--- config.mk ---
export PLATFORM = sky130hd
export DESIGN_NAME = legacy_steer_top
export DESIGN_NICKNAME = d
export VERILOG_FILES = /design/src/rtl/legacy_steer_pkg.sv /design/src/rtl/legacy_cfg_regs.sv /design/src/rtl/legacy_addr_decode.sv /design/src/rtl/legacy_steer_top.sv
export SDC_FILE = /design/constraint.sdc
export NUM_CORES = 1
export LEC_CHECK = 0
export BUFFER_PORTS_ARGS = -buffer_cell sky130_fd_sc_hd__buf_4
export CAP_MARGIN = 20
export CORE_MARGIN = 2
export CORE_UTILIZATION = 42
export DETAILED_ROUTE_END_ITERATION = 6
export PLACE_DENSITY = 0.75
export REMOVE_ABC_BUFFERS = 1
export SLEW_MARGIN = 10
export SYNTH_ARGS = -nofsm -noshare
export SYNTH_HDL_FRONTEND = slang
export SYNTH_SLANG_ARGS = --single-unit
--- constraint.sdc ---
create_clock -name clk -period 1.5 [get_ports clk]
set_input_delay 0.15 -clock clk [delete_from_list [all_inputs] [get_ports clk]]
set_output_delay 0.15 -clock clk [all_outputs]
set_load 0.01 [all_outputs]
--- src/rtl/legacy_steer_pkg.sv ---
package legacy_steer_pkg;
  typedef enum logic [1:0] {
    TGT_DRAM    = 2'b00,
    TGT_DRAM_RO = 2'b01,
    TGT_PCI     = 2'b10
  } tgt_e;

  localparam int unsigned ATTR_BASE   = 8'h59;
  localparam int unsigned ATTR_BYTES  = 7;
  localparam int unsigned SMRAM_OFF   = 8'h72;
  localparam logic [7:0]  SMRAM_RESET = 8'h02;
  localparam int unsigned NUM_SEG     = 12;
  localparam int unsigned SEG_PAGE0   = 48;  // 0xC0000 >> 14
  localparam int unsigned VGA_PAGE0   = 40;  // 0xA0000 >> 14
  localparam int unsigned HIGH_PAGE0  = 60;  // 0xF0000 >> 14
  localparam int unsigned SMRAM_SMM_BIT  = 3;
  localparam int unsigned SMRAM_OPEN_BIT = 6;
endpackage

--- src/rtl/legacy_cfg_regs.sv ---
module legacy_cfg_regs
  import legacy_steer_pkg::*;
#(
  parameter int unsigned SIZE_W = 16
) (
  input  logic                      clk,
  input  logic                      rst_n,
  input  logic                      cfg_we,
  input  logic [7:0]                cfg_off,
  input  logic [7:0]                cfg_wdata,
  input  logic [SIZE_W-1:0]         size_mb,
  output logic [ATTR_BYTES*8-1:0]   attr_flat,
  output logic [7:0]                smram,
  output logic [7:0]                dram_units,
  output logic                      size_loaded
);
  localparam int unsigned WIDE_W = SIZE_W + 8;

  logic [ATTR_BYTES*8-1:0] attr_q, attr_d;
  logic [7:0]              smram_q, smram_d;
  logic [7:0]              units_q, units_calc;
  logic                    loaded_q;
  logic [WIDE_W-1:0]       size_wide;
  logic                    cfg_en;

  // next state of the configuration bytes
  always_comb begin
    attr_d  = attr_q;
    smram_d = smram_q;
    for (int b = 0; b < int'(ATTR_BYTES); b++) begin
      if (cfg_off == 8'(ATTR_BASE + b))
        attr_d[b*8 +: 8] = cfg_wdata;
    end
    if (cfg_off == 8'(SMRAM_OFF))
      smram_d = cfg_wdata;
  end

  assign cfg_en = cfg_we;

  always_ff @(posedge clk or negedge rst_n) begin
    if (!rst_n) begin
      attr_q  <= '0;
      smram_q <= SMRAM_RESET;
    end else if (cfg_en) begin
      attr_q  <= attr_d;
      smram_q <= smram_d;
    end
  end

  // size in 8 MB units, saturated to one byte
  always_comb begin
    size_wide  = {8'b0, size_mb} >> 3;
    units_calc = (size_wide > WIDE_W'(255)) ? 8'hFF : size_wide[7:0];
  end

  always_ff @(posedge clk or negedge rst_n) begin
    if (!rst_n) begin
      units_q  <= '0;
      loaded_q <= 1'b0;
    end else if (!loaded_q) begin
      units_q  <= units_calc;
      loaded_q <= 1'b1;
    end
  end

  assign attr_flat   = attr_q;
  assign smram       = smram_q;
  assign dram_units  = units_q;
  assign size_loaded = loaded_q;
endmodule

--- src/rtl/legacy_addr_decode.sv ---
module legacy_addr_decode
  import legacy_steer_pkg::*;
#(
  parameter int unsigned ADDR_W = 32
) (
  input  logic [ADDR_W-1:0]         acc_addr,
  input  logic                      acc_write,
  input  logic                      smm_active,
  input  logic [ATTR_BYTES*8-1:0]   attr_flat,
  input  logic [7:0]                smram,
  output logic [1:0]                tgt_sel,
  output logic                      wr_block
);
  logic [1:0] seg_attr [NUM_SEG];
  logic [5:0] page;
  logic [3:0] seg_idx;
  logic       in_low;
  logic       use_attr;
  logic [1:0] sel_attr;
  logic       vga_open;
  tgt_e       tgt;

  // one 2-bit field per 16 KB segment, two fields per byte
  for (genvar g = 0; g < int'(NUM_SEG); g++) begin : g_seg
    assign seg_attr[g] = attr_flat[8*(1 + g/2) + 4*(g%2) +: 2];
  end

  assign page     = acc_addr[19:14];
  assign seg_idx  = 4'(page - 6'(SEG_PAGE0));
  assign in_low   = (acc_addr[ADDR_W-1:20] == '0);
  assign vga_open = smram[SMRAM_OPEN_BIT] | (smram[SMRAM_SMM_BIT] & smm_active);

  always_comb begin
    use_attr = 1'b0;
    sel_attr = 2'b00;
    tgt      = TGT_DRAM;
    if (in_low && page >= 6'(VGA_PAGE0)) begin
      if (page < 6'(SEG_PAGE0)) begin
        tgt = vga_open ? TGT_DRAM : TGT_PCI;
      end else begin
        use_attr = 1'b1;
        if (page < 6'(HIGH_PAGE0)) sel_attr = seg_attr[seg_idx];
        else                       sel_attr = attr_flat[5:4];
        case (sel_attr)
          2'b11:   tgt = TGT_DRAM;
          2'b01:   tgt = TGT_DRAM_RO;
          default: tgt = TGT_PCI;
        endcase
      end
    end
  end

  assign tgt_sel  = tgt;
  assign wr_block = use_attr & (sel_attr == 2'b01) & acc_write;
endmodule

--- src/rtl/legacy_steer_top.sv ---
module legacy_steer_top
  import legacy_steer_pkg::*;
#(
  parameter int unsigned ADDR_W = 32,
  parameter int unsigned SIZE_W = 16
) (
  input  logic              clk,
  input  logic              rst_n,
  input  logic [ADDR_W-1:0] acc_addr,
  input  logic              acc_write,
  input  logic              smm_active,
  input  logic              cfg_we,
  input  logic [7:0]        cfg_off,
  input  logic [7:0]        cfg_wdata,
  input  logic [SIZE_W-1:0] size_mb,
  output logic [1:0]        tgt_sel,
  output logic              wr_block,
  output logic [7:0]        dram_units
);
  logic [ATTR_BYTES*8-1:0] attr_flat;
  logic [7:0]              smram;
  logic                    size_loaded;

  legacy_cfg_regs #(.SIZE_W(SIZE_W)) u_regs (
    .clk         (clk),
    .rst_n       (rst_n),
    .cfg_we      (cfg_we),
    .cfg_off     (cfg_off),
    .cfg_wdata   (cfg_wdata),
    .size_mb     (size_mb),
    .attr_flat   (attr_flat),
    .smram       (smram),
    .dram_units  (dram_units),
    .size_loaded (size_loaded)
  );

  legacy_addr_decode #(.ADDR_W(ADDR_W)) u_dec (
    .acc_addr   (acc_addr),
    .acc_write  (acc_write),
    .smm_active (smm_active),
    .attr_flat  (attr_flat),
    .smram      (smram),
    .tgt_sel    (tgt_sel),
    .wr_block   (wr_block)
  );
endmodule

==> results of run 1 <==
==> cells by family (layout without fill, tap and decap cells) <==
| group | count (synthesis) | count (layout) | share of synthesized area |
|---|---|---|---|
| mux | 37 | 37 | 0.248 |
| flops | 37 | 37 | 0.502 |
| other cells | 1 | 1 | 0.00203 |
| buf+inv | 15 | 93 | 0.0387 |
| compound gates | 15 | 15 | 0.0536 |
| simple gates | 45 | 45 | 0.155 |
==> worst min-delay path by stage <==
stage / end / depth (start not counted) / startpoint
global placement: u_regs.dram_units[2] / 1 / rst_n
detailed placement: u_regs.dram_units[3] / 1 / rst_n
floorplan: u_regs.attr_flat[12] / 0 / rst_n
finish: u_regs.smram[6] / 2 / cfg_wdata[6]
CTS: u_regs.smram[6] / 2 / cfg_wdata[6]
global route: u_regs.smram[3] / 2 / cfg_wdata[3]
==> per-stage QoR <==
step | cells | hold WS (ps)
5_1_grt | 280 | 79.3
4_1_cts | 280 | 81.3
3_3_place_gp | 270 | 137
2_1_floorplan | 146 | -146
3_5_place_dp | 270 | 141
6_report | 280 | 93.4
==> power breakdown <==
| part | internal [mW] | total [mW] | leakage, nW | switching, mW |
|---|---|---|---|---|
| combinational | 0.156 | 0.261 | 0.781 | 0.106 |
| sequential | 1.04 | 1.06 | 0.468 | 0.0215 |
| clock | 0.415 | 0.757 | 0.0542 | 0.341 |
==> per-layer routing <==
metal / share of wire / vias up / global-route usage / routed length, µm
met1: 0.43 / 685 / 0.226 / 1720
met3: 0.066 / 5 / 0.0534 / 266
met2: 0.49 / 51 / 0.287 / 1960
met4: 0.015 / 0 / 0.0641 / 59
met5: 0 / - / 0 / 0
li1: - / 699 / - / -
==> placed cells by master, fill, tap and decap left out, types with 4 or more instances in the layout <==
master,synthesis,final
mux4_2,4,4
nor2_1,13,12
nand2_1,6,6
dfrtp_1,37,37
clkbuf_8,0,7
buf_4,2,73
mux2_1,27,27
a21oi_1,9,9
nand4_1,4,4
inv_1,11,11
==> what timing repair did <==
item,in CTS,in global routing
resized for setup,2,3
pin swaps,4,2
endpoints found under the setup margin,3,3
endpoints found under the hold margin,37,0
hold buffers,1,0
setup buffers,1,0
==> final cells by class <==
type / count / area (µm²) / area share
tap: 52 / 65.1 / 0.0253
clock buffer: 7 / 96.3 / 0.0375
multi-input combinational: 98 / 876 / 0.341
inverter: 11 / 41.3 / 0.0161
timing repair buffer: 74 / 558 / 0.217
sequential: 37 / 926 / 0.361
clock inverter: 1 / 5.00 / 0.00195
==> flip-flops by register name, summed over array words and instances, names as in the netlist <==
register	count
u_regs.attr_flat	26
u_regs.size_loaded	1
u_regs.smram	2
u_regs.dram_units	8
==> worst register-to-register path, cell delays in order (launching register included) <==
cell and delay [ps]:
dfrtp_1 490, nor4_1 210, nand2_1 210, nor2_1 140
a21oi_1 50
==> flow_summary_export.csv, run 1 <==
group,metric,value,unit
status,status,"complete, but fails checks",
status,violations,"negative setup slack",
routing,drc,0,
global_routing,grt_usage,0.178,
cts,clkTransAtPathRegs,70,ps
setup_path,path_max_fanout,2,
routing,first_iter_violations,60,
floorplanning,start_util,0.429,
place,globalplace.congestion,0.863,
cts,cts.sinks,37,
yosys,synth_commonest_cells,"37 x dfrtp_1, 27 x mux2_1, 13 x nor2_1",
cts,clock_path_buffers,2,
routing,vias,1440,
setup_path,timing.rr.start,"u_regs.size_loaded",
yosys,synth_cells,150,
setup_path,r2r_cells,4,
routing,dr.pass1.iters,4,
sta,fin_tns_setup,-1280,ps
global_routing,grt.overflow.total,0,
yosys,synth_area,1840,µm²
sta,fin_crit,1980,ps
cts,root_buffer,"clkbuf_8",
global_routing,grt_pass1_vias,1482,
cts,htree_levels,2,
final_layout,drive_above_1_share,0.434,
yosys,synth_area_leaders,"dfrtp_1 50%, mux2_1 16%, mux4_2 4.9%",
setup_path,crit_family,"multiplexers",
final_layout,antennaDiodeCount,0,
final_layout,final_nets,296,
final_layout,fin_area,2570,µm²
place,dpl_cell_area,2420,µm²
cts,cts_tree,"yes",
floorplanning,rows,24,
final_layout,area_growth,39.2,%
floorplanning,die_h,70.3,µm
sta,skew,2.26,ps
yosys,synth.top_cell.area_share,0.502,
place,hpwl,3080,µm
setup_path,cp_slowest_cell,"mux4_2",
yosys,synth_edf_count,0,
yosys,yosysMostFrequentCell,"dfrtp_1",
place,place_ws,-303,ps
setup_path,cp_cell_sequence,"mux4_2 -> and3_1 -> a2111oi_2 -> buf_4",
global_routing,grt_max_degree,38,
power,total_power,2.08,mW
floorplanning,ios,80,
setup_path,cp-endpoint,"tgt_sel[0]",
cts,clkLatencyLatePin,280,ps
yosys,synth_top_cell_by_area,"dfrtp_1",
sta,fin_crit_sh,1.32,
setup_path,end_kind,"output pin",
setup_path,path_class,"reg -> out",
yosys,synth.distinct_cells,37,
routing,drt_wl_total,4000,µm
floorplanning,die_w,70.3,µm
power,power.density,809,nW/µm²
yosys,synthArstFlopShare,1.00,
setup_path,r2r_slack,270,ps
run,timing.max_cap.violations,0,
setup_path,regToRegEndpoint,"u_regs.dram_units[3]",
yosys,synth_area_per_cell,12.3,µm²
cts,cts_buffers,5,
sta,slew_violations,0,
routing,drtAntennaViolNets,0,
floorplanning,die-area,4940,µm²
setup_path,worstSetupStartpoint,"u_regs.attr_flat[53]",
setup_path,required,1350,ps
setup_path,cp-start-kind,"flip-flop",
sta,fin_ws,-478,ps
global_routing,grt_pass1_wl,6790,µm
routing,routedWlPerCell,14.3,µm
sta,rsz0062_at_grt,"yes",
sta,hold_viol_final,0,
power,ir_drop,490,µV
final_layout,final.fill_count,366,
sta,setup_viol,3,
routing,via_per_inst,5.14,
floorplanning,fp.coreArea,4290,µm²
yosys,synth_ff_type,"dfrtp_1",
setup_path,cp_num_buf_inv,1,
place,portBuffers,60,
min_path,hold_path_class,"in -> reg",
final_layout,final_util,0.598,
global_routing,antenna_found_initial,0,
yosys,synth_seq_cells,37,
setup_path,cp.depth,4,
sta,max_freq,0.506,GHz
setup_path,worstPathArrival,1830,ps
setup_path,max_stage_delay,450,ps
yosys,ys_seq_area_frac,0.502,
power,power.leakage,1.30,nW
yosys,yosysWarnings,0,
No activity file was read; power rests on OpenSTA's default activity.
==> run 2, diff against run 1 <==
--- a/config.mk
+++ b/config.mk
@@ -7,7 +7,7 @@
 export LEC_CHECK = 0
 export BUFFER_PORTS_ARGS = -buffer_cell sky130_fd_sc_hd__buf_4
 export CAP_MARGIN = 20
-export CORE_MARGIN = 2
+export CORE_MARGIN = 3
 export CORE_UTILIZATION = 42
 export DETAILED_ROUTE_END_ITERATION = 6
 export PLACE_DENSITY = 0.75
@@ -16,3 +16,4 @@
 export SYNTH_ARGS = -nofsm -noshare
 export SYNTH_HDL_FRONTEND = slang
 export SYNTH_SLANG_ARGS = --single-unit
+export TNS_END_PERCENT = 20
==> run 2 against run 1 <==
Effect of this change:
- the flow still finishes with violations (negative setup slack)
- register-to-register slack gained 140 ps
- worst setup slack better by 11 ps
- design area is 0.49% higher
==> flow_summary_export.csv, run 2 (synthesized netlist as in run 1, its figures left out) <==
group,metric,value,unit
routing,drc,0,
sta,hold_viol_final,0,
final_layout,seq_area,926,µm²
setup_path,r2r_cells,4,
global_routing,grt_max_degree,38,
sta,hold_ws,100,ps
global_routing,grt.overflow.total,0,
setup_path,cp-endpoint,"tgt_sel[0]",
setup_path,r2r_slack,410,ps
setup_path,required,1350,ps
sta,max_freq,0.508,GHz
floorplanning,die_h,72.3,µm
sta,setup_viol,3,
cts,root_buffer,"clkbuf_8",
final_layout,largest_reg_flops,26,
routing,via_per_inst,5.17,
cts,cts_tree,"yes",
global_routing,antenna_found_initial,0,
routing,routedWlPerCell,14.3,µm
floorplanning,fp.coreArea,4120,µm²
place,dpl_cell_area,2450,µm²
cts,clkLatencyLatePin,280,ps
place,place_ws,-350,ps
setup_path,worstPathArrival,1820,ps
status,violations,"negative setup slack",
floorplanning,ios,80,
sta,rsz0062_at_grt,"yes",
cts,cts_buffers,5,
floorplanning,start_util,0.448,
floorplanning,die_w,72.3,µm
setup_path,cp-start-kind,"flip-flop",
setup_path,worstSetupStartpoint,"u_regs.attr_flat[37]",
cts,clock_path_buffers,2,
routing,dr.pass1.iters,4,
cts,clkTransAtPathRegs,60,ps
final_layout,drive_above_1_share,0.444,
place,portBuffers,60,
routing,vias,1457,
floorplanning,die-area,5220,µm²
final_layout,final.fill_count,318,
setup_path,path_max_fanout,2,
setup_path,path_class,"reg -> out",
routing,drtAntennaViolNets,0,
power,power.density,773,nW/µm²
run,timing.max_cap.violations,0,
final_layout,area_growth,39.9,%
power,power.leakage,1.32,nW
final_layout,final_nets,301,
sta,fin_crit_sh,1.31,
sta,skew,2.81,ps
final_layout,fin_area,2580,µm²
final_layout,antennaDiodeCount,0,
power,ir_drop,740,µV
cts,cts.sinks,37,
global_routing,grt_pass1_vias,1455,
final_layout,multi_input_area,868,µm²
status,status,"complete, but fails checks",
power,total_power,1.99,mW
global_routing,grt_pass1_wl,6690,µm
setup_path,regToRegEndpoint,"u_regs.dram_units[3]",
sta,slew_violations,0,
setup_path,end_kind,"output pin",
place,dp_cells,272,
sta,fin_ws,-467,ps
setup_path,timing.rr.start,"u_regs.size_loaded",
final_layout,final_cell_mix,"78 x buf_4, 37 x dfrtp_1, 27 x mux2_1",
place,hpwl,3190,µm
global_routing,grt_usage,0.168,
routing,drt_wl_total,4020,µm
sta,fin_crit,1970,ps
final_layout,final_common_cell,"buf_4",
place,globalplace.congestion,0.782,
cts,htree_levels,2,
final_layout,stdcell_count,282,
floorplanning,rows,23,
routing,first_iter_violations,61,
min_path,hold_path_class,"in -> reg",
==> run 2: cell count changes in the layout (fill, tap and decap cells not counted) <==
| cell | before | now |
|---|---|---|
| buf_4 | 73 | 78 |
| a2111oi_2 | 1 | 2 |
| a2111oi_4 | 1 | 0 |
| and3_1 | 2 | 1 |
| and3_4 | 0 | 1 |
| clkbuf_1 | 0 | 1 |
| clkbuf_8 | 7 | 6 |
| clkinv_2 | 1 | 0 |
==> run 2: power by group <==
group | switching [mW] | total, mW | internal (mW)
clock network | 0.305 | 0.669 | 0.364
registers | 0.0188 | 1.06 | 1.04
logic | 0.108 | 0.269 | 0.161
total | 0.432 | 1.99 | 1.56
==> run 2: repair_timing <==
| action | 4_1_cts | 5_1_grt |
|---|---|---|
| pin swaps | 3 | 2 |
| buffers inserted | 1 | 1 |
| hold buffers | 1 | 0 |
| endpoints found under the setup margin | 3 | 3 |
| resized for setup | 5 | 0 |
| hold endpoints to repair | 37 | 0 |
==> run 2: stage by stage <==
step	utilization	TNS (ps)
after CTS	0.625	-1430
after detailed placement	0.595	-1730
after floorplan	-	-413
after global routing	0.627	-1570
final	0.627	-1240
after global placement	0.595	-1640
==> run 2: area by class of cell <==
class	instances	share of cell area
Sequential cell	37	0.359
Clock buffer	7	0.0335
Inverter	11	0.0160
Tap cell	50	0.0242
Timing Repair Buffer	79	0.231
Multi-Input combinational cell	98	0.337
==> run 2: how the worst min path moves through the flow <==
stage	startpoint	endpoint	slack [ps]	cells past startpoint
CTS	cfg_wdata[6]	u_regs.smram[6]	90	2
global route	cfg_wdata[3]	u_regs.smram[3]	90	2
floorplan	rst_n	u_regs.attr_flat[12]	-150	0
detailed placement	rst_n	u_regs.smram[6]	130	1
global placement	rst_n	u_regs.smram[6]	130	1
finish	cfg_wdata[3]	u_regs.smram[3]	100	2
==> run 2: metal layers <==
layer,share of wire,track usage
met4,0.016,0.0626
met1,0.41,0.207
met3,0.061,0.0402
met2,0.51,0.285
met5,0,0
==> run 2: worst max-delay path, stage by stage (launching register included) <==
cell and delay, ps:
dfrtp_1 370, mux4_2 470, mux2i_2 200, nor2_2 80, a2111oi_2 220, buf_4 180
